File: config.mk
export PLATFORM = sky130hd
export DESIGN_NAME = zc_clamp_seq
export DESIGN_NICKNAME = d
export VERILOG_FILES = /design/src/rtl/zc_pkg.sv /design/src/rtl/zc_rst_sync.sv /design/src/rtl/zc_mask_sel.sv /design/src/rtl/zc_dead_timer.sv /design/src/rtl/zc_clamp_seq.sv
export SDC_FILE = /design/constraint.sdc
export NUM_CORES = 1
export LEC_CHECK = 0
export BUFFER_PORTS_ARGS = -buffer_cell sky130_fd_sc_hd__buf_2
export CAP_MARGIN = 20
export CORE_MARGIN = 2
export CORE_UTILIZATION = 39
export DETAILED_ROUTE_END_ITERATION = 10
export SLEW_MARGIN = 20
export SYNTH_ARGS = -nofsm -noshare
export SYNTH_HDL_FRONTEND = slang
export SYNTH_SLANG_ARGS = --single-unit
File: constraint.sdc
create_clock -name clk -period 4.07 [get_ports clk]
set_input_delay 0.407 -clock clk [delete_from_list [all_inputs] [get_ports clk]]
set_output_delay 0.407 -clock clk [all_outputs]
set_load 0.01 [all_outputs]
File: src/rtl/zc_pkg.sv
package zc_pkg;
  localparam int NSW = 8;

  typedef enum logic [1:0] {
    ST_IDLE,
    ST_MAKE,
    ST_DEAD,
    ST_NEW
  } seq_st_e;

  // bit i drives switch V(i+1)
  localparam logic [NSW-1:0] SW_V7     = 8'h40;
  localparam logic [NSW-1:0] SW_V8     = 8'h80;
  localparam logic [NSW-1:0] CLAMP_POS = 8'h1C; // V3 V4 V5
  localparam logic [NSW-1:0] CLAMP_NEG = 8'h23; // V1 V2 V6
endpackage

File: src/rtl/zc_rst_sync.sv
module zc_rst_sync (
  input  logic clk,
  input  logic rst_n,
  output logic rst_n_sync
);
  logic [1:0] sync_q;

  always_ff @(posedge clk or negedge rst_n) begin
    if (!rst_n) sync_q <= 2'b00;
    else        sync_q <= {sync_q[0], 1'b1};
  end

  assign rst_n_sync = sync_q[1];
endmodule

File: src/rtl/zc_mask_sel.sv
module zc_mask_sel
  import zc_pkg::*;
(
  input  logic           dir,
  output logic [NSW-1:0] clamp,
  output logic [NSW-1:0] old_r,
  output logic [NSW-1:0] new_r
);
  always_comb begin
    if (dir) begin
      clamp = CLAMP_NEG;
      old_r = SW_V8;
      new_r = SW_V7;
    end else begin
      clamp = CLAMP_POS;
      old_r = SW_V7;
      new_r = SW_V8;
    end
  end
endmodule

File: src/rtl/zc_dead_timer.sv
module zc_dead_timer #(
  parameter int DW = 8
) (
  input  logic          clk,
  input  logic          rst_n,
  input  logic          load,
  input  logic          dec,
  input  logic [DW-1:0] load_val,
  output logic          last
);
  localparam logic [DW-1:0] ONE = DW'(1);

  logic [DW-1:0] cnt_q, cnt_d;
  logic          cnt_en;

  always_comb begin
    cnt_en = load | dec;
    cnt_d  = cnt_q;
    if (load)     cnt_d = (load_val == '0) ? ONE : load_val;
    else if (dec) cnt_d = cnt_q - ONE;
  end

  always_ff @(posedge clk or negedge rst_n) begin
    if (!rst_n)      cnt_q <= ONE;
    else if (cnt_en) cnt_q <= cnt_d;
  end

  assign last = (cnt_q == ONE);
endmodule

File: src/rtl/zc_clamp_seq.sv
module zc_clamp_seq
  import zc_pkg::*;
#(
  parameter int DW = 8
) (
  input  logic           clk,
  input  logic           rst_n,
  input  logic           zc_event,
  input  logic           zc_dir,
  input  logic [DW-1:0]  dead_cnt,
  input  logic [NSW-1:0] gate_nom,
  output logic [NSW-1:0] gate_out,
  output logic           busy
);
  seq_st_e        st_q, st_d;
  logic           dir_q, dir_d, dir_en;
  logic           tmr_load, tmr_dec, tmr_last;
  logic           rst_n_i;
  logic [NSW-1:0] m_clamp, m_old, m_new;

  zc_rst_sync i_rst_sync (
    .clk        (clk),
    .rst_n      (rst_n),
    .rst_n_sync (rst_n_i)
  );

  zc_mask_sel i_mask_sel (
    .dir   (dir_q),
    .clamp (m_clamp),
    .old_r (m_old),
    .new_r (m_new)
  );

  zc_dead_timer #(.DW(DW)) i_dead_timer (
    .clk      (clk),
    .rst_n    (rst_n_i),
    .load     (tmr_load),
    .dec      (tmr_dec),
    .load_val (dead_cnt),
    .last     (tmr_last)
  );

  // next-state process
  always_comb begin
    st_d     = st_q;
    dir_d    = dir_q;
    dir_en   = 1'b0;
    tmr_load = 1'b0;
    tmr_dec  = 1'b0;
    case (st_q)
      ST_IDLE: if (zc_event) begin
        st_d     = ST_MAKE;
        dir_d    = zc_dir;
        dir_en   = 1'b1;
        tmr_load = 1'b1;
      end
      ST_MAKE: st_d = ST_DEAD;
      ST_DEAD: begin
        tmr_dec = 1'b1;
        if (tmr_last) st_d = ST_NEW;
      end
      ST_NEW:  st_d = ST_IDLE;
      default: st_d = ST_IDLE;
    endcase
  end

  // register process
  always_ff @(posedge clk or negedge rst_n_i) begin
    if (!rst_n_i) begin
      st_q  <= ST_IDLE;
      dir_q <= 1'b0;
    end else begin
      st_q <= st_d;
      if (dir_en) dir_q <= dir_d;
    end
  end

  // output selection
  always_comb begin
    case (st_q)
      ST_MAKE: gate_out = m_clamp | m_old;
      ST_DEAD: gate_out = m_clamp;
      ST_NEW:  gate_out = m_clamp | m_new;
      default: gate_out = gate_nom;
    endcase
  end

  assign busy = (st_q != ST_IDLE);
endmodule

==> impl_metrics.json <==
{
  "cts_setup_buffers": 0,
  "p_leak_nw": 0.505,
  "die_width_um": 50.5,
  "fin_cells": 143,
  "fmax_mhz": 445,
  "port-buffer-count": 28,
  "synthTopCellsByArea": "dfrtp_1, ha_1, a21o_1",
  "ant_nets": 0,
  "dpl-instance-area_um2": 995,
  "stdcell_area_mm2": 0.00103,
  "area_growth_pct": 22.1,
  "cp_common_cell": "nor3_1",
  "synth-main-ff-cell": "dfrtp_1",
  "rows": 16,
  "ff2ff_setup_slack_ns": 2.09,
  "clk_pin_slew_ns": 0.08,
  "yosys.area_share.xor_xnor_pct": 2.07,
  "whs_ns": 0.186,
  "finalCritPeriodShare_pct": 55.2,
  "met3_usage_pct": 5.36,
  "busiest_layer": "met2",
  "hold_path.class": "reg2async",
  "synth_compound_gate_area_share_pct": 20.3,
  "num_vias": 732,
  "synth-adder-area-share_pct": 10.4,
  "wire_per_inst_um": 12.3,
  "hold_viol_final": 0,
  "fin_nets": 144,
  "slowest_delay_ns": 0.42,
  "fin_tns_setup_ns": 0,
  "crit_required_ns": 3.66,
  "grt_pass1_wl_mm": 2.84,
  "gp_congestion": 0.801,
  "syn_nets": 114,
  "antenna_cells": 0,
  "grt_max_degree": 18,
  "multi_input_area_um2": 475,
  "start_kind": "flop",
  "drc_errors": 0,
  "max_cap_violations": 0,
  "drive_gt1_share_pct": 34.5,
  "synth_edf_count": 0,
  "setup_viol": 0,
  "critPathBufInv": 2,
  "cts_tree": "built",
  "outcome": "finished, final reports clean",
  "slew_headroom_pct": 63.9,
  "synth-seq-cells": 13,
  "syn_avg_cell_area_um2": 9.71,
  "muxShareOfSynthArea_pct": 6.37,
  "synth.distinct_cells": 35,
  "grt_usage_pct": 15.0,
  "cp_slowest_cell": "dfrtp_1",
  "synth_top_family_by_area": "compound AO/OA/AOI/OAI gates",
  "power.density_mw_per_mm2": 741,
  "die_h_um": 50.5,
  "cts_resized": 0,
  "drtIter0Drc": 8,
  "grt_pass1_vias": 656,
  "ir_worst_vdd_mv": 0.442,
  "routed_wl_mm": 1.75,
  "antenna_found_initial": 0,
  "grt.overflow.total": 0,
  "slew_violations": 0,
  "yosysSeqAreaShare_pct": 38.7,
  "endpoint_kind": "primary output",
  "core-area_mm2": 0.00200,
  "dp.cells": 138,
  "clock_path_buffers": 2,
  "post_drt_via_cell_ratio": 5.12,
  "cts_made_buffers": 3,
  "insertion_delay_ns": 0.27,
  "path_class": "reg2out",
  "cp.arrival_ns": 1.84,
  "period_needed_ns": 2.25,
  "die_area_mm2": 0.00255,
  "io_pins": 29,
  "seqCellArea_um2": 327,
  "total_power_mw": 0.764,
  "syn-cell-area_um2": 845,
  "netlist.area_leader.share_pct": 35.6,
  "use_met2_pct": 25.4,
  "met1_usage_pct": 18.0,
  "first_pass_iters": 4,
  "synth_warnings": 0,
  "rsz0062_at_grt": "false",
  "start_util_pct": 42.2,
  "critical_path.max_fanout": 8,
  "clkSinkCount": 13,
  "netlist_top_cells_count": "dfrtp_1, ha_1, nor2_1",
  "cts-htree-levels": 1,
  "cts_hold_buffers": 1,
  "yosysTopAreaCell": "dfrtp_1",
  "root_buffer": "clkbuf_4",
  "worst_pin_slew_ns": 0.540,
  "yosys.area_share.simple_pct": 16.7,
  "crit_family": "simple AND/OR/NAND/NOR gates",
  "crit_chain": "inv_1 > ha_1 > nor3_1 > nor3_1 > a21o_1 > buf_2",
  "yosysMostFrequentCell": "dfrtp_1",
  "num-fill-cells": 204,
  "hpwl_mm": 1.39,
  "finalClockSkew_ns": 0.00583,
  "netlist_instances": 87,
  "ys_async_sr_fraction_pct": 100
}
## cell type report
cell class | count | share of cell area, %
multi-input cells | 65 | 46.1
inverters | 5 | 1.82
flip-flops and latches | 13 | 31.7
repair buffers | 29 | 14.6
well taps | 27 | 3.28
clock buffers | 4 | 2.55
## report_power, final
group	switching [mW]	total, mW	internal (mW)
Sequential	0.0648	0.255	0.190
Clock	0.0399	0.0779	0.0380
Combinational	0.223	0.431	0.209
Total	0.327	0.764	0.437
## path summary, 6_finish.rpt
path / startpoint / endpoint / cells after the start
setup / recovery: st_q[0]$_DFFE_PN0P_ / gate_out[2] / 6
min in group clk: i_rst_sync.sync_q[0]$_DFF_PN0_ / i_rst_sync.sync_q[1]$_DFF_PN0_ / 0
hold / removal: i_rst_sync.sync_q[1]$_DFF_PN0_ / i_dead_timer.cnt_q[2]$_DFFE_PN0P_ / 0
setup reg to reg: i_dead_timer.cnt_q[0]$_DFFE_PN1P_ / st_q[1]$_DFFE_PN0P_ / 4
hold reg to reg: i_rst_sync.sync_q[1]$_DFF_PN0_ / i_dead_timer.cnt_q[2]$_DFFE_PN0P_ / 0
max in group asynchronous: rst_n / i_rst_sync.sync_q[0]$_DFF_PN0_ / 2
## stage by stage
stage / utilization, % / setup slack, ns
2_1_floorplan: - / 2.20
3_3_place_gp: 49.7 / 2.12
3_5_place_dp: 49.7 / 2.11
4_1_cts: 51.5 / 1.81
5_1_grt: 51.5 / 1.70
6_report: 51.5 / 1.82
## placed cells by master (no fill, tap or decap), types with 3 or more instances in the layout
| cell | count |
|---|---|
| inv_1 | 5 |
| clkbuf_4 | 3 |
| a21o_1 | 6 |
| nor2_1 | 7 |
| nand2_1 | 4 |
| buf_2 | 28 |
| a31oi_1 | 5 |
| nor3_1 | 3 |
| mux2_2 | 3 |
| a21oi_1 | 3 |
| ha_1 | 7 |
| dfrtp_1 | 12 |
| o21ai_0 | 4 |
## sequential cells by signal (all words and copies together), names as in the netlist
register	cells
i_dead_timer.cnt_q	8
i_rst_sync.sync_q	2
st_q	2
dir_q	1
## kinds of logic (layout without fill, tap and decap cells)
logic type,after synthesis,in the layout
compound gates,25,25
flops,13,13
fa+ha+maj,7,7
simple gates,25,25
other cells,1,1
mux,5,5
xor+xnor,2,2
buf+inv,9,38
## routing by layer
layer	part of all wire, %	wire [um]
met2	50	879
met4	0.86	15
met3	3.5	61
met1	45	795
met5	0	0
No activity file was read; power rests on OpenSTA's default activity.
